<file path="src/rtl/thr_tuner_pkg.sv">
package thr_tuner_pkg;
  typedef enum logic [1:0] {
    TS_IDLE  = 2'd0,
    TS_APPLY = 2'd1,
    TS_WAIT  = 2'd2
  } tune_state_e;
endpackage

</file>
<file path="src/rtl/tune_sequencer.sv">
module tune_sequencer
  import thr_tuner_pkg::*;
#(
  parameter int SET_W  = 13,
  parameter int TRIM_W = 5,
  localparam int ITER_W = $clog2(SET_W + 1)
) (
  input  logic        clk,
  input  logic        rst_n,
  input  logic        start,
  input  logic        trim_sel,
  input  logic        hit_valid,
  output tune_state_e state,
  output logic        mode_trim,
  output logic        load,
  output logic        update,
  output logic        last_iter
);
  tune_state_e       st_q, st_d;
  logic [ITER_W-1:0] iter_q, iter_d;
  logic              mode_q, mode_d;
  logic [ITER_W-1:0] num_iter;

  assign num_iter  = mode_q ? ITER_W'(TRIM_W) : ITER_W'(SET_W);
  assign load      = (st_q == TS_IDLE) && start;
  assign update    = (st_q == TS_WAIT) && hit_valid;
  assign last_iter = (iter_q == num_iter - ITER_W'(1));

  always_comb begin
    st_d   = st_q;
    iter_d = iter_q;
    mode_d = mode_q;
    unique case (st_q)
      TS_IDLE: if (start) begin
        st_d   = TS_APPLY;
        iter_d = '0;
        mode_d = trim_sel;
      end
      TS_APPLY: st_d = TS_WAIT;
      TS_WAIT: if (hit_valid) begin
        iter_d = iter_q + ITER_W'(1);
        st_d   = last_iter ? TS_IDLE : TS_APPLY;
      end
      default: st_d = TS_IDLE;
    endcase
  end

  always_ff @(posedge clk or negedge rst_n) begin
    if (!rst_n) begin
      st_q   <= TS_IDLE;
      iter_q <= '0;
      mode_q <= 1'b0;
    end else begin
      st_q   <= st_d;
      iter_q <= iter_d;
      mode_q <= mode_d;
    end
  end

  assign state     = st_q;
  assign mode_trim = mode_q;
endmodule

</file>
<file path="src/rtl/tune_step_gen.sv">
module tune_step_gen #(
  parameter int SET_W  = 13,
  parameter int TRIM_W = 5
) (
  input  logic             clk,
  input  logic             rst_n,
  input  logic             load,
  input  logic             trim_sel,
  input  logic             update,
  output logic [SET_W-1:0] step,
  output logic [SET_W-1:0] midpoint
);
  localparam logic [SET_W-1:0] HALF_GLOBAL = SET_W'(1) << (SET_W - 1);
  localparam logic [SET_W-1:0] HALF_TRIM   = SET_W'(1) << (TRIM_W - 1);

  logic [SET_W-1:0] step_q, step_d;

  assign midpoint = trim_sel ? HALF_TRIM : HALF_GLOBAL;

  always_comb begin
    step_d = step_q;
    if (load)        step_d = midpoint;
    else if (update) step_d = step_q >> 1;
  end

  always_ff @(posedge clk or negedge rst_n) begin
    if (!rst_n) step_q <= '0;
    else if (load || update) step_q <= step_d;
  end

  assign step = step_q;
endmodule

</file>
<file path="src/rtl/tune_adjust.sv">
module tune_adjust #(
  parameter int SET_W     = 13,
  parameter int INJ_COUNT = 100,
  localparam int HIT_W    = $clog2(INJ_COUNT + 1)
) (
  input  logic [SET_W-1:0] cur,
  input  logic [SET_W-1:0] step,
  input  logic [SET_W-1:0] field_max,
  input  logic [HIT_W-1:0] hit_count,
  output logic [SET_W-1:0] nxt
);
  localparam logic [HIT_W:0] INJ_V = (HIT_W + 1)'(INJ_COUNT);

  logic [HIT_W:0] twice;
  logic           too_low, too_high;
  logic [SET_W:0] sum;
  logic [SET_W:0] ext_max;

  assign twice    = {hit_count, 1'b0};
  assign too_low  = twice < INJ_V;
  assign too_high = twice > INJ_V;
  assign sum      = {1'b0, cur} + {1'b0, step};
  assign ext_max  = {1'b0, field_max};

  always_comb begin
    nxt = cur;
    if (too_high) begin
      nxt = (sum > ext_max) ? field_max : sum[SET_W-1:0];
    end else if (too_low) begin
      nxt = (step > cur) ? '0 : cur - step;
    end
  end
endmodule

</file>
<file path="src/rtl/thr_tuner.sv">
module thr_tuner
  import thr_tuner_pkg::*;
#(
  parameter int COARSE_W  = 5,
  parameter int FINE_W    = 8,
  parameter int TRIM_W    = 5,
  parameter int INJ_COUNT = 100,
  localparam int SET_W    = COARSE_W + FINE_W,
  localparam int HIT_W    = $clog2(INJ_COUNT + 1)
) (
  input  logic             clk,
  input  logic             rst_n,
  input  logic             start,
  input  logic             trim_sel,
  output logic             burst_req,
  input  logic             hit_valid,
  input  logic [HIT_W-1:0] hit_count,
  output logic [SET_W-1:0] setting,
  output logic [SET_W-1:0] tuned,
  output logic             busy,
  output logic             done
);
  localparam logic [SET_W-1:0] MAX_GLOBAL = {SET_W{1'b1}};
  localparam logic [SET_W-1:0] MAX_TRIM   = (SET_W'(1) << TRIM_W) - SET_W'(1);

  tune_state_e      st;
  logic             trim_q, load, update, last_iter;
  logic [SET_W-1:0] step, midpoint, field_max, adj;
  logic [SET_W-1:0] set_q, set_d, tuned_q, tuned_d;
  logic             done_q, done_d;
  logic             in_wait;

  tune_sequencer #(.SET_W(SET_W), .TRIM_W(TRIM_W)) u_seq (
    .clk(clk), .rst_n(rst_n), .start(start), .trim_sel(trim_sel),
    .hit_valid(hit_valid), .state(st), .mode_trim(trim_q),
    .load(load), .update(update), .last_iter(last_iter)
  );

  tune_step_gen #(.SET_W(SET_W), .TRIM_W(TRIM_W)) u_step (
    .clk(clk), .rst_n(rst_n), .load(load), .trim_sel(trim_sel),
    .update(update), .step(step), .midpoint(midpoint)
  );

  assign field_max = trim_q ? MAX_TRIM : MAX_GLOBAL;

  tune_adjust #(.SET_W(SET_W), .INJ_COUNT(INJ_COUNT)) u_adj (
    .cur(set_q), .step(step), .field_max(field_max),
    .hit_count(hit_count), .nxt(adj)
  );

  always_comb begin
    set_d   = set_q;
    tuned_d = tuned_q;
    done_d  = update && last_iter;
    if (load)        set_d = midpoint;
    else if (update) set_d = adj;
    if (update && last_iter) tuned_d = adj;
  end

  always_ff @(posedge clk or negedge rst_n) begin
    if (!rst_n) begin
      set_q   <= '0;
      tuned_q <= '0;
      done_q  <= 1'b0;
    end else begin
      if (load || update)        set_q   <= set_d;
      if (update && last_iter)   tuned_q <= tuned_d;
      done_q <= done_d;
    end
  end

  assign in_wait   = (st == TS_WAIT);
  assign burst_req = (st == TS_APPLY);
  assign busy      = (st != TS_IDLE);
  assign setting   = set_q;
  assign tuned     = tuned_q;
  assign done      = done_q;
endmodule

</file>
<file path="config.mk">
export PLATFORM = sky130hd
export DESIGN_NAME = thr_tuner
export DESIGN_NICKNAME = d
export VERILOG_FILES = /design/src/rtl/thr_tuner_pkg.sv /design/src/rtl/tune_sequencer.sv /design/src/rtl/tune_step_gen.sv /design/src/rtl/tune_adjust.sv /design/src/rtl/thr_tuner.sv
export SDC_FILE = /design/constraint.sdc
export NUM_CORES = 1
export LEC_CHECK = 0
export BUFFER_PORTS_ARGS = -buffer_cell sky130_fd_sc_hd__clkbuf_2
export CAP_MARGIN = 20
export CORE_ASPECT_RATIO = 0.5
export CORE_MARGIN = 3
export CORE_UTILIZATION = 64
export CTS_CLUSTER_SIZE = 30
export DETAILED_ROUTE_END_ITERATION = 8
export PLACE_DENSITY = 0.95
export RECOVER_POWER = 25
export SLEW_MARGIN = 10
export SYNTH_ARGS = -nofsm -noshare
export SYNTH_HDL_FRONTEND = slang
export SYNTH_SLANG_ARGS = --single-unit
export TNS_END_PERCENT = 30
</file>
<file path="constraint.sdc">
create_clock -name clk -period 5.9 [get_ports clk]
set_clock_uncertainty 0.05 [all_clocks]
set_input_delay 1.475 -clock clk [delete_from_list [all_inputs] [get_ports clk]]
set_output_delay 1.475 -clock clk [all_outputs]
set_load 0.1 [all_outputs]
</file>
; After elaboration in Yosys (flattened, before gate mapping)
; Cells that the tools add are included.
[op_classes]
addsub = 4
order_cmp = 4
eq_ne = 5
mux = 18
n_reduce_logical = 12
[ops]
columns = operator, n
row1 = $mux 13, 10
row2 = $add 13x13->14, 1
row3 = $gt 14x13->1, 1
row4 = $gt 13x13->1, 1
row5 = $sub 13x13->13, 1
row6 = $mux 4, 3
row7 = $gt 8x7->1 const B, 1
row8 = $lt 8x7->1 const B, 1
row9 = $pmux 4 s2, 1
row10 = $pmux 2 s3, 1
row11 = $reduce_and 2->1, 3
row12 = $reduce_bool 2->1, 3
row13 = $add 4x1->4 const B, 1
row14 = $eq 4x4->1, 1
row15 = $mux 2, 2
row16 = $ne 2x2->1 const B, 2
row17 = $sub 4x1->4 const B, 1
row18 = $logic_and 1x1->1, 3
row19 = $reduce_and 3->1, 1
row20 = $eq 2x1->1 const B, 1
row21 = $eq 2x2->1 const B, 1
row22 = $logic_not 2->1, 1
row23 = $logic_or 1x1->1, 1
row24 = $mux 1, 1
[word_totals]
register_bits = 47
inputBits = 12
output_inout_bits = 29
wordCells = 50

; Depth between registers and ports, before layout
; Gate-level depths: netlist (run 1).
[logic_depth]
depth_word = 6
ltp_mapped = 19

; Cells and area by module
; Synthesis (run 1) repeated with hierarchy kept, for this count alone.
[unflattened]
cells_unflattened = 465
hier_area_um2 = 4334.2
[modules_own_cells]
columns = mod, n_inst, cells_each, area_per_inst_um2, seq_area_each_um2
row1 = tune_adjust, 1, 284, 2133.3, 0.0
row2 = thr_tuner, 1, 90, 1177.4, 675.6
row3 = tune_step_gen, 1, 56, 645.6, 325.3
row4 = tune_sequencer, 1, 35, 377.9, 175.2

; Worst setup path after synthesis (run 1)
; OpenSTA, ideal clock, no wires.
[synth_path]
path_type = register -> register
startpoint = reg set_q[0], in the netlist setting[0]
endpoint = reg set_q[12], in the netlist setting[12]
arrival_time_ps = 4449
slack_ps = 1274
stages_incl_launch_ff = 19
path_buffers = 1
period_less_slack_ps = 4626
cell_sequence = dfrtp_1 -> ha_1 -> inv_1 -> fa_1 -> or2_1 -> a221oi_2 -> o211ai_1 -> a2111o_1 -> o211ai_1 -> ha_1 -> nand3_1 -> nor2_1 -> nand4_1 -> o31a_1 -> or2_1 -> buf_6 -> o21ai_1 -> a211oi_2 -> a221o_1
[synth_via]
elab_chain_cells = 6
[synth_rtl]
columns = element, line_no
row1 = from (decl), thr_tuner.sv:29  ; logic [SET_W-1:0] set_q, set_d, tuned_q, tuned_d;
row2 = from (signal assigned), thr_tuner.sv:66  ; if (load || update) set_q <= set_d;
row3 = $add 13x13->14 (tied with other cells), tune_adjust.sv:22  ; assign sum = {1'b0, cur} + {1'b0, step};
row4 = $gt 14x13->1 or $mux 13 (tied branches), "tune_adjust.sv:28, tune_adjust.sv:30"
row5 = "$mux 13, on equally long branches", "tune_adjust.sv:28, tune_adjust.sv:29"
row6 = $mux 13 (*), tune_adjust.sv:27  ; if (too_high) begin
row7 = $mux 13 (*), thr_tuner.sv:56  ; else if (update) set_d = adj;
row8 = $mux 13 (*), thr_tuner.sv:55  ; if (load) set_d = midpoint;
; Every way passes the cells marked *; elsewhere a longest branch is shown, timed or not. The select of a mux whose other input is x is not followed.
; A chain may end at the register's enable or synchronous reset.

; Worst setup path in the final report (run 1)
[layout_path]
startpoint = reg set_q[1], in the netlist setting[1]
endpoint = reg set_q[7], in the netlist setting[7]
; Same word-level chain as after synthesis.

==> insert_results.sql, run 1 <==
INSERT INTO impl_metrics (metric_group, metric, value, unit) VALUES
('cts', 'cts.reportedPaths.clkPinSlew', '0.08', 'ns'),
('cts', 'postCtsResizedCells', '0', ''),
('routing', 'dr_wl_met2', '4420', 'um'),
('synthesis', 'synth.mux.area_fraction', '0.0125', ''),
('cts', 'cts_tree', 'done', ''),
('critical_path', 'endpoint_kind', 'flip-flop', ''),
('timing', 'fmax', '210', 'MHz'),
('synthesis', 'synth_top_cells_by_area', 'sky130_fd_sc_hd__dfrtp_1 33%, sky130_fd_sc_hd__ha_1 12%, sky130_fd_sc_hd__nand2_1 5.1%', ''),
('cts', 'numCtsBuffers', '5', ''),
('hold_path', 'min_path_type', 'reg2reg', ''),
('job', 'drv_cap', '1', ''),
('synthesis', 'synthesis.area_per_instance', '8.48', 'um2'),
('timing', 'worstMarginPinSlew', '2.57', 'ns'),
('synthesis', 'post_synthesis_cells', '426', ''),
('run_status', 'run_status', 'complete, but fails checks', ''),
('cts', 'worstSkewPairLatency', '0.30', 'ns'),
('floorplanning', 'core_area', '5180', 'um2'),
('run_status', 'violated_checks', 'capacitance limit, slew limit', ''),
('placed_design', 'gp_routability_congestion', '0.988', ''),
('global_routing', 'global_route.overflow_total', '0', ''),
('routing', 'top_signal_layer_used', 'met4', ''),
('cts', 'post_cts.repair.setup_buffers', '0', ''),
('synthesis', 'synthArstFlopShare', '1.00', ''),
('critical_path', 'critPathLaunchType', 'flip-flop', ''),
('synthesis', 'synth-edff-count', '0', ''),
('timing', 'grt_setup_unrepaired', 'no', ''),
('timing', 'max-slew-margin-rel', '-0.715', ''),
('global_routing', 'vias_in_the_first_global_route', '3415', ''),
('global_routing', 'antenna_found_initial', '0', ''),
('timing', 'report.final.setup_viol', '0', ''),
('routing', 'route.vias.total', '3628', ''),
('routing', 'route.detailed.drc', '0', ''),
('routing', 'drt-initial-drc-count', '589', ''),
('synthesis', 'syn_nets', '476', ''),
('global_routing', 'grt.total_usage', '0.346', ''),
('cells_and_area', 'post_route_cells_drive_above_1_share', '0.126', ''),
('timing', 'min_period', '4.77', 'ns'),
('critical_path', 'worst_path_dominant_cell_family', 'compound AO/OA/AOI/OAI gates', ''),
('floorplanning', 'die-area', '6630', 'um2'),
('cells_and_area', 'syn_to_final_growth', '9.25', '%'),
('synthesis', 'post-synth-top-count-cell', 'sky130_fd_sc_hd__nand2_1', ''),
('routing', 'drt.antenna.violating_nets', '0', ''),
('cells_and_area', 'antenna_cells', '0', ''),
('global_routing', 'grt_start_max_net_pins', '48', ''),
('cts', 'cts.htree.levels', '2', ''),
('synthesis', 'largest_area_contributor_in_the_netlist', 'sky130_fd_sc_hd__dfrtp_1', ''),
('synthesis', 'synth_adder_area_share', '0.136', ''),
('synthesis', 'yosysTopAreaCellShare', '0.326', ''),
('synthesis', 'ys_dominant_reg_cell', 'sky130_fd_sc_hd__dfrtp_1', ''),
('critical_path', 'worst_path_max_delay_cell', 'sky130_fd_sc_hd__dfrtp_1', ''),
('synthesis', 'synth_commonest_cells', '49 x sky130_fd_sc_hd__nand2_1, 47 x sky130_fd_sc_hd__dfrtp_1, 36 x sky130_fd_sc_hd__ha_1', ''),
('floorplanning', 'ios', '41', ''),
('floorplanning', 'start_util', '0.697', ''),
('synthesis', 'yosys.area_share.xor_xnor', '0.0509', ''),
('critical_path', 'worst-endpoint-arrival', '4.86', 'ns'),
('floorplanning', 'die_width', '112', 'um'),
('timing', 'final-hold-violation-count', '0', ''),
('placed_design', 'portBuffers', '40', ''),
('synthesis', 'yosysUniqueCellTypes', '59', ''),
('global_routing', 'grt_pass1_wl', '17800', 'um'),
('placed_design', 'dp_hpwl', '7470', 'um'),
('floorplanning', 'die_span_in_y', '59.1', 'um'),
('cells_and_area', 'area_of_the_multi_input_gates', '2210', 'um2'),
('cts', 'ctsRootBufferMaster', 'sky130_fd_sc_hd__clkbuf_16', ''),
('floorplanning', 'num_rows', '18', ''),
('critical_path', 'critPathBufInv', '1', ''),
('synthesis', 'synth.yosys.warnings', '0', ''),
('routing', 'met3WireLength', '1660', 'um'),
('cells_and_area', 'fillerInstances', '342', ''),
('synthesis', 'synth-compound-area-share', '0.235', ''),
('timing', 'timing_max_transition_violations_final', '48', '');
layout by cell type (no fill, tap or decap), types with 8 or more instances in the layout:
cell type,count
sky130_fd_sc_hd__o211ai_1,8
sky130_fd_sc_hd__ha_1,36
sky130_fd_sc_hd__o21ai_0,34
sky130_fd_sc_hd__dfrtp_1,47
sky130_fd_sc_hd__inv_1,31
sky130_fd_sc_hd__nor3_1,8
sky130_fd_sc_hd__clkbuf_2,38
sky130_fd_sc_hd__nor2_1,28
sky130_fd_sc_hd__a21oi_1,23
sky130_fd_sc_hd__xnor2_1,13
sky130_fd_sc_hd__nand3_1,10
sky130_fd_sc_hd__nand2_1,49
sky130_fd_sc_hd__xor2_1,8
cell type report:
class                   instances  share of cell area
repair buffers                 42              0.0530
well taps                      70              0.0222
multi-input cells             324               0.559
clock buffers                   6              0.0327
clock inverters                 2             0.00412
flip-flops and latches         47               0.298
inverters                      32              0.0304
worst register-to-register path: cells and delay by family, from the launching register on:
family / cells / cell delay, ns
AO/OA/AOI/OAI: 8 / 2.32
AND/OR/NAND/NOR: 5 / 0.96
adder cells (fa/ha/maj): 2 / 0.67
flip-flops: 1 / 0.52
buffers and inverters: 1 / 0.11
through the flow:
step / area [um2] / setup slack (ns) / instances / hold slack [ns] / utilization
floorplan: 3610 / 1.27 / 426 / 0.425 / -
finish: 3950 / 1.13 / 523 / 0.444 / 0.762
detailed placement: 3810 / 1.38 / 515 / 0.423 / 0.735
global route: 3950 / 0.847 / 523 / 0.469 / 0.762
global placement: 3810 / 1.45 / 515 / 0.415 / 0.735
CTS: 3950 / 1.26 / 523 / 0.442 / 0.763
final timing paths:
path                                        start                          to  slack (ns)  cells past startpoint
hold reg to reg              tuned[2]$_DFFE_PN0P_        tuned[2]$_DFFE_PN0P_        0.44                      2
setup reg to reg           setting[1]$_DFFE_PN0P_      setting[7]$_DFFE_PN0P_        1.13                     16
max in group asynchronous                   rst_n  u_step.step[6]$_DFFE_PN0P_        2.26                      2
min in group asynchronous                   rst_n        tuned[7]$_DFFE_PN0P_        2.09                      2
setup / recovery           setting[1]$_DFFE_PN0P_      setting[7]$_DFFE_PN0P_        1.13                     16
hold / removal               tuned[2]$_DFFE_PN0P_        tuned[2]$_DFFE_PN0P_        0.44                      2
state kept, by name (all words and copies together) (netlist names):
| name | flops |
|---|---|
| setting | 13 |
| u_seq.iter_q | 4 |
| u_step.step | 13 |
| done | 1 |
| tuned | 13 |
| u_seq.state | 2 |
| u_seq.mode_trim | 1 |
logic make-up after synthesis:
kind of cell,count (synthesis)
mux,4
buf+inv,55
fa+ha+maj,38
xor+xnor,21
compound gates,126
simple gates,135
flops,47
layer usage:
layer  GRT usage  up-vias
met1       0.478     1710
met4       0.111        0
li1            -     1559
met2       0.528      298
met5           0        -
met3       0.106       61
Power of run 1 is left out: the tool's default activity adds up to more than one toggle a clock period on the data nets, which glitch-free logic cannot reach.
==> run 2: changes to the inputs <==
- ABC_AREA: unset -> 1
- CORE_UTILIZATION: 64 -> 54
- PLACE_DENSITY: 0.95 -> 0.89
- clock period: 5.9 -> 3.85 ns (I/O delays scaled with it)
==> run 2 against run 1 <==
  * The flow still finishes with violations (capacitance limit, slew limit)
  * Register-to-register slack lost 0.80 ns
  * Worst setup slack lost 0.80 ns
  * Non-clock buffer count grew 5
  * Sequential share of layout area shrank 2.8 points
  * Highest routed layer unchanged
  * Synthesized cell count grew 29%
  * Global-route usage shrank 6.7 points
  * Via count grew 8.5%
==> insert_results.sql, run 2 <==
INSERT INTO impl_metrics (metric_group, metric, value, unit) VALUES
('cts', 'clkSinkCount', '47', ''),
('synthesis', 'yosysTopAreaCellShare', '0.304', ''),
('synthesis', 'synth_top_cells_by_area', 'sky130_fd_sc_hd__dfrtp_1 30%, sky130_fd_sc_hd__nand2_1 14%, sky130_fd_sc_hd__ha_1 12%', ''),
('synthesis', 'synth-compound-area-share', '0.117', ''),
('placed_design', 'detailed_place.area', '4130', 'um2'),
('global_routing', 'grt_start_max_net_pins', '32', ''),
('timing', 'fin_crit_sh', '0.914', ''),
('critical_path', 'path_max_fanout', '7', ''),
('cts', 'numCtsBuffers', '5', ''),
('cts', 'cts.htree.levels', '2', ''),
('synthesis', 'mappedNetlistArea', '3860', 'um2'),
('critical_path', 'critPathBufInv', '3', ''),
('floorplanning', 'core_area', '6810', 'um2'),
('cells_and_area', 'mostFrequentLayoutCell', 'sky130_fd_sc_hd__nand2_1', ''),
('routing', 'detail_route.first_pass.iterations', '6', ''),
('cells_and_area', 'final_non_filler_cell_area', '4360', 'um2'),
('cts', 'ctsRootBufferMaster', 'sky130_fd_sc_hd__clkbuf_16', ''),
('global_routing', 'antenna_found_initial', '0', ''),
('critical_path', 'critical_path_cell_count', '26', ''),
('cts', 'cts.hold.buffers_added', '0', ''),
('cells_and_area', 'final_net_count', '638', ''),
('hold_path', 'min_path_type', 'reg2reg', ''),
('critical_path', 'rr_worst_depth', '26', ''),
('cts', 'cts_tree', 'done', ''),
('critical_path', 'crit_top_cell', 'sky130_fd_sc_hd__nand2_1', ''),
('synthesis', 'ys_dominant_reg_cell', 'sky130_fd_sc_hd__dfrtp_1', ''),
('critical_path', 'worst_path_max_delay_cell', 'sky130_fd_sc_hd__fa_1', ''),
('timing', 'final-hold-violation-count', '0', ''),
('floorplanning', 'start_util', '0.568', ''),
('run_status', 'run_status', 'complete, but fails checks', ''),
('floorplanning', 'ios', '41', ''),
('timing', 'sum_neg_setup_slack', '0', 'ns'),
('critical_path', 'crit_type', 'reg2reg', ''),
('global_routing', 'grt_pass1_wl', '18300', 'um'),
('synthesis', 'synth.yosys.warnings', '0', ''),
('timing', 'max-slew-margin-rel', '-0.140', ''),
('synthesis', 'largest_family_of_logic_cells_by_synthesized_area', 'simple AND/OR/NAND/NOR gates', ''),
('synthesis', 'synth-edff-count', '0', ''),
('routing', 'route.vias.total', '3937', ''),
('routing', 'drt.antenna.violating_nets', '0', ''),
('cells_and_area', 'antenna_cells', '0', ''),
('timing', 'worstMarginPinSlew', '1.71', 'ns'),
('timing', 'grt_setup_unrepaired', 'no', ''),
('synthesis', 'synth_adder_area_share', '0.127', ''),
('critical_path', 'endpoint_kind', 'flip-flop', ''),
('job', 'drv_cap', '1', ''),
('synthesis', 'largest_area_contributor_in_the_netlist', 'sky130_fd_sc_hd__dfrtp_1', ''),
('cells_and_area', 'fillerInstances', '596', ''),
('cts', 'worstSkewPairLatency', '0.29', 'ns'),
('synthesis', 'synth-seq-cells', '47', ''),
('synthesis', 'post_synthesis_cells', '551', ''),
('placed_design', 'gp_routability_congestion', '1.04', ''),
('synthesis', 'synthesis.area_per_instance', '7.01', 'um2'),
('routing', 'finalWirelength', '11500', 'um'),
('timing', 'min_period', '3.52', 'ns'),
('critical_path', 'worst-endpoint-arrival', '3.65', 'ns'),
('hold_path', 'worstHoldPathCells', '2', ''),
('placed_design', 'portBuffers', '40', ''),
('synthesis', 'yosys.area_share.xor_xnor', '0.0385', ''),
('floorplanning', 'die_span_in_y', '65.8', 'um'),
('critical_path', 'critPathLaunchType', 'flip-flop', ''),
('critical_path', 'required', '3.98', 'ns'),
('cells_and_area', 'post_route_cells_drive_above_1_share', '0.141', ''),
('synthesis', 'post-synth-top-count-cell', 'sky130_fd_sc_hd__nand2_1', ''),
('critical_path', 'worst_path_dominant_cell_family', 'simple AND/OR/NAND/NOR gates', ''),
('routing', 'route.detailed.wl_per_inst', '16.8', 'um'),
('routing', 'drt-initial-drc-count', '443', ''),
('cells_and_area', 'syn_to_final_growth', '12.8', '%'),
('cells_and_area', 'layout_common_cells', '148 x sky130_fd_sc_hd__nand2_1, 63 x sky130_fd_sc_hd__inv_1, 62 x sky130_fd_sc_hd__nand3_1, 47 x sky130_fd_sc_hd__dfrtp_1', ''),
('run_status', 'violated_checks', 'capacitance limit, slew limit', ''),
('cts', 'cts.reportedPaths.clkPinSlew', '0.06', 'ns'),
('global_routing', 'global_route.overflow_total', '0', ''),
('synthesis', 'yosysUniqueCellTypes', '39', ''),
('global_routing', 'vias_in_the_first_global_route', '3683', ''),
('synthesis', 'synth.mux.area_fraction', '0', ''),
('synthesis', 'syn_nets', '601', ''),
('critical_path', 'crit-reg2reg-launch', 'setting[0]$_DFFE_PN0P_', ''),
('routing', 'detail_route.vias_per_cell', '5.78', ''),
('floorplanning', 'die_width', '126', 'um'),
('synthesis', 'area_fraction_in_and_or_nand_and_nor_cells_after_synthesis', '0.322', ''),
('critical_path', 'crit-reg2reg-capture', 'tuned[2]$_DFFE_PN0P_', ''),
('placed_design', 'dp_hpwl', '8630', 'um'),
('critical_path', 'crit_path_start', 'setting[0]$_DFFE_PN0P_', ''),
('critical_path', 'critical_path_max_stage_delay', '0.43', 'ns'),
('floorplanning', 'num_rows', '21', ''),
('synthesis', 'portion_of_the_post_synthesis_area_used_by_sequential_elements', '0.304', ''),
('cts', 'cts_buffer_depth', '2', ''),
('synthesis', 'synthArstFlopShare', '1.00', ''),
('timing', 'timing_max_transition_violations_final', '32', ''),
('timing', 'fmax', '284', 'MHz'),
('floorplanning', 'die-area', '8270', 'um2'),
('critical_path', 'worstSetupEndpoint', 'tuned[2]$_DFFE_PN0P_', ''),
('timing', 'report.final.setup_viol', '0', ''),
('synthesis', 'synth_commonest_cells', '149 x sky130_fd_sc_hd__nand2_1, 63 x sky130_fd_sc_hd__inv_1, 62 x sky130_fd_sc_hd__nand3_1', ''),
('routing', 'route.detailed.drc', '0', ''),
('critical_path', 'reg_to_reg_setup_timing_slack', '0.33', 'ns'),
('global_routing', 'grt.total_usage', '0.279', '');
-- run 2: changes by cell type after synthesis, sizes merged, moves of 7 or more --
cell	before	now
nand2	49	156
nand3	10	68
inv	31	68
nor2	28	41
xnor2	13	3
clkbuf	16	7
and3	7	0
o211ai	8	1
-- run 2: final cells by class --
type	count	area, um2	area share
Timing Repair Buffer	47	251	0.0577
Tap cell	92	115	0.0264
Inverter	68	255	0.0586
Clock buffer	5	125	0.0287
Sequential cell	47	1180	0.270
Multi-Input combinational cell	419	2370	0.543
Clock inverter	3	67.6	0.0155
-- run 2: per-stage QoR --
stage	hold slack [ns]	util	std cells	worst slack, ns
floorplan	0.428	-	551	0.0731
global placement	0.413	0.607	672	0.172
detailed placement	0.415	0.607	672	0.198
CTS	0.434	0.636	680	0.176
global route	0.456	0.640	681	0.0567
finish	0.432	0.640	681	0.331
-- run 2: timing repair --
| action | in CTS | in global routing |
|---|---|---|
| endpoints found under the hold margin | 0 | 0 |
| gates resized for setup | 0 | 5 |
| endpoints found under the setup margin | 0 | 26 |
| setup buffers | 0 | 0 |
-- run 2: kinds of logic (layout without fill, tap and decap cells) --
| family | after synthesis | in the layout |
|---|---|---|
| simple gates | 283 | 284 |
| buf+inv | 86 | 123 |
| compound gates | 80 | 80 |
| flops | 47 | 47 |
| fa+ha+maj | 38 | 38 |
| xor+xnor | 17 | 17 |
-- run 2: tightest hold or removal path: stages (launching register included) --
cell	delay, ns
sky130_fd_sc_hd__dfrtp_1	0.34
sky130_fd_sc_hd__nand2_1	0.05
sky130_fd_sc_hd__nand2_1	0.05
-- run 2: worst min-delay path by stage --
stage,endpoint,startpoint
6_report,tuned[8]$_DFFE_PN0P_,tuned[8]$_DFFE_PN0P_
5_1_grt,tuned[5]$_DFFE_PN0P_,tuned[5]$_DFFE_PN0P_
4_1_cts,tuned[5]$_DFFE_PN0P_,tuned[5]$_DFFE_PN0P_
3_5_place_dp,tuned[5]$_DFFE_PN0P_,tuned[5]$_DFFE_PN0P_
3_3_place_gp,tuned[10]$_DFFE_PN0P_,tuned[10]$_DFFE_PN0P_
2_1_floorplan,u_step.step[1]$_DFFE_PN0P_,u_step.step[1]$_DFFE_PN0P_
-- run 2: per-layer routing --
layer / GRT usage / wire length [um]
met5: 0 / 0
met3: 0.0645 / 1190
met4: 0.0797 / 240
met2: 0.432 / 4960
met1: 0.393 / 5070
Power of run 2 is left out for the same reason.
==> run 3: changes to the inputs <==
- BUFFER_PORTS_ARGS: -buffer_cell sky130_fd_sc_hd__clkbuf_2 -> -buffer_cell sky130_fd_sc_hd__buf_4
==> run 3 against run 2 <==
  * The flow still finishes with violations (capacitance limit, slew limit)
  * Fmax shrank 1.4%
  * Core utilization grew 1.3 points
  * Final cell count is the same
  * Routed wire length grew 0.72%
  * Die area is the same
  * Via count grew 2.5%
  * Worst setup slack lost 0.052 ns
  * Sequential share of layout area shrank 0.51 points
  * Cell area grew 2.0%
  * Worst hold slack gained 0.0041 ns
  * First-iteration DRC count grew 11%
  * Highest routed layer unchanged
==> insert_results.sql, run 3 (synthesis gave the netlist of run 2 again) <==
INSERT INTO impl_metrics (metric_group, metric, value, unit) VALUES
('run_status', 'run_status', 'complete, but fails checks', ''),
('run_status', 'violated_checks', 'capacitance limit, slew limit', ''),
('routing', 'route.vias.total', '4035', ''),
('global_routing', 'global_route.overflow_total', '0', ''),
('timing', 'final-hold-violation-count', '0', ''),
('placed_design', 'portBuffers', '40', ''),
('timing', 'min_period', '3.57', 'ns'),
('floorplanning', 'start_util', '0.568', ''),
('cts', 'cts.htree.levels', '2', ''),
('global_routing', 'grt_pass1_wl', '18400', 'um'),
('routing', 'detail_route.first_pass.iterations', '6', ''),
('cells_and_area', 'syn_to_final_growth', '15.1', '%'),
('floorplanning', 'num_rows', '21', ''),
('routing', 'detail_route.vias_per_cell', '5.93', ''),
('placed_design', 'dpl.cell_count', '670', ''),
('job', 'drv_cap', '1', ''),
('critical_path', 'crit_type', 'reg2reg', ''),
('critical_path', 'worst_path_max_delay_cell', 'sky130_fd_sc_hd__dfrtp_1', ''),
('cells_and_area', 'final_net_count', '638', ''),
('cts', 'cts.reportedPaths.clkPinSlew', '0.06', 'ns'),
('critical_path', 'worst_path_dominant_cell_family', 'simple AND/OR/NAND/NOR gates', ''),
('critical_path', 'critPathBufInv', '1', ''),
('placed_design', 'place_worst_setup_slack', '0.158', 'ns'),
('hold_path', 'min_path_type', 'reg2reg', ''),
('floorplanning', 'die-area', '8270', 'um2'),
('critical_path', 'reg_to_reg_setup_timing_slack', '0.28', 'ns'),
('global_routing', 'grt_start_max_net_pins', '48', ''),
('placed_design', 'dp_hpwl', '8460', 'um'),
('critical_path', 'crit_top_cell', 'sky130_fd_sc_hd__nand2_1', ''),
('cells_and_area', 'final_non_filler_cell_area', '4450', 'um2'),
('timing', 'sum_neg_setup_slack', '0', 'ns'),
('timing', 'report.final.setup_viol', '0', ''),
('cts', 'numCtsBuffers', '5', ''),
('cells_and_area', 'mostFrequentLayoutCell', 'sky130_fd_sc_hd__nand2_1', ''),
('routing', 'route.detailed.drc', '0', ''),
('cts', 'worstSkewPairLatency', '0.29', 'ns'),
('cts', 'cts_buffer_depth', '2', ''),
('global_routing', 'grt.total_usage', '0.279', ''),
('critical_path', 'path_max_fanout', '8', ''),
('timing', 'timing_max_transition_violations_final', '48', ''),
('placed_design', 'detailed_place.area', '4220', 'um2'),
('cts', 'cts.hold.buffers_added', '0', ''),
('floorplanning', 'die_span_in_y', '65.8', 'um'),
('global_routing', 'vias_in_the_first_global_route', '3649', ''),
('routing', 'drt.antenna.violating_nets', '0', ''),
('cells_and_area', 'layout.cells.non_filler', '681', ''),
('timing', 'worstMarginPinSlew', '2.52', 'ns'),
('floorplanning', 'die_width', '126', 'um'),
('cts', 'ctsRootBufferMaster', 'sky130_fd_sc_hd__clkbuf_16', ''),
('timing', 'fin_crit_sh', '0.927', ''),
('placed_design', 'gp_routability_congestion', '1.04', ''),
('cts', 'cts_tree', 'done', ''),
('floorplanning', 'ios', '41', ''),
('floorplanning', 'core_area', '6810', 'um2'),
('cells_and_area', 'layout_common_cells', '148 x sky130_fd_sc_hd__nand2_1, 63 x sky130_fd_sc_hd__inv_1, 62 x sky130_fd_sc_hd__nand3_1, 46 x sky130_fd_sc_hd__dfrtp_1, 45 x sky130_fd_sc_hd__buf_4', ''),
('timing', 'grt_setup_unrepaired', 'no', ''),
('critical_path', 'worst-endpoint-arrival', '3.75', 'ns'),
('cells_and_area', 'post_route_cells_drive_above_1_share', '0.144', ''),
('critical_path', 'endpoint_kind', 'flip-flop', ''),
('critical_path', 'critical_path_max_stage_delay', '0.44', 'ns'),
('cells_and_area', 'antenna_cells', '0', ''),
('critical_path', 'critPathLaunchType', 'flip-flop', ''),
('routing', 'finalWirelength', '11500', 'um'),
('routing', 'route.detailed.wl_per_inst', '17.0', 'um'),
('critical_path', 'required', '4.03', 'ns'),
('timing', 'max-slew-margin-rel', '-0.682', ''),
('routing', 'drt-initial-drc-count', '490', ''),
('cts', 'clkSinkCount', '47', ''),
('critical_path', 'cp_cell_sequence', 'ha_1, inv_1, nand2_1, nor3_2, nand4_1, nand4_1, nand2_1, ha_1, nand2_1, nor3_2, nand4_1, nand2_2, nand3_4, nand3_1, nand3_1, nand2_1', ''),
('timing', 'fmax', '280', 'MHz'),
('global_routing', 'antenna_found_initial', '0', ''),
('timing', 'setup_slack', '0.280', 'ns');
run 3: path summary, 6_finish.rpt:
kind | start | endpoint | depth (start not counted)
max | setting[9]$_DFFE_PN0P_ | setting[11]$_DFFE_PN0P_ | 16
min | tuned[6]$_DFFE_PN0P_ | tuned[6]$_DFFE_PN0P_ | 2
max reg2reg | setting[9]$_DFFE_PN0P_ | setting[11]$_DFFE_PN0P_ | 16
min reg2reg | tuned[6]$_DFFE_PN0P_ | tuned[6]$_DFFE_PN0P_ | 2
max in group asynchronous | rst_n | setting[1]$_DFFE_PN0P_ | 1
min in group asynchronous | rst_n | tuned[8]$_DFFE_PN0P_ | 1
run 3: area by class of cell:
type | instances | area, um2
tap | 92 | 115
clock inverter | 2 | 35.0
fill | 594 | 2360
clock buffer | 6 | 139
inverter | 68 | 255
timing repair buffer | 47 | 345
multi-input combinational | 419 | 2380
sequential | 47 | 1180
run 3: per-stage QoR:
stage	hold WS, ns	util
floorplan	0.428	-
global placement	0.418	0.620
detailed placement	0.418	0.620
CTS	0.434	0.645
global route	0.450	0.653
finish	0.436	0.653
run 3: repair_timing:
action	CTS	global route
setup endpoints to repair	0	26
gates resized for setup	0	9
buffers inserted	0	2
run 3: worst min-delay path, cell delays in order (launching register included):
cell and delay [ns]:
sky130_fd_sc_hd__dfrtp_1 0.35, sky130_fd_sc_hd__nand2_1 0.06, sky130_fd_sc_hd__nand2_1 0.05
run 3: routing by layer:
layer,wire length (um),up-vias,global-route usage,share of wire
met5,0,-,0,0
met4,355,0,0.0946,0.031
met3,1490,39,0.0718,0.13
met2,4890,275,0.431,0.42
met1,4810,1857,0.386,0.42
li1,-,1864,-,-
Power of run 3 is left out for the same reason.
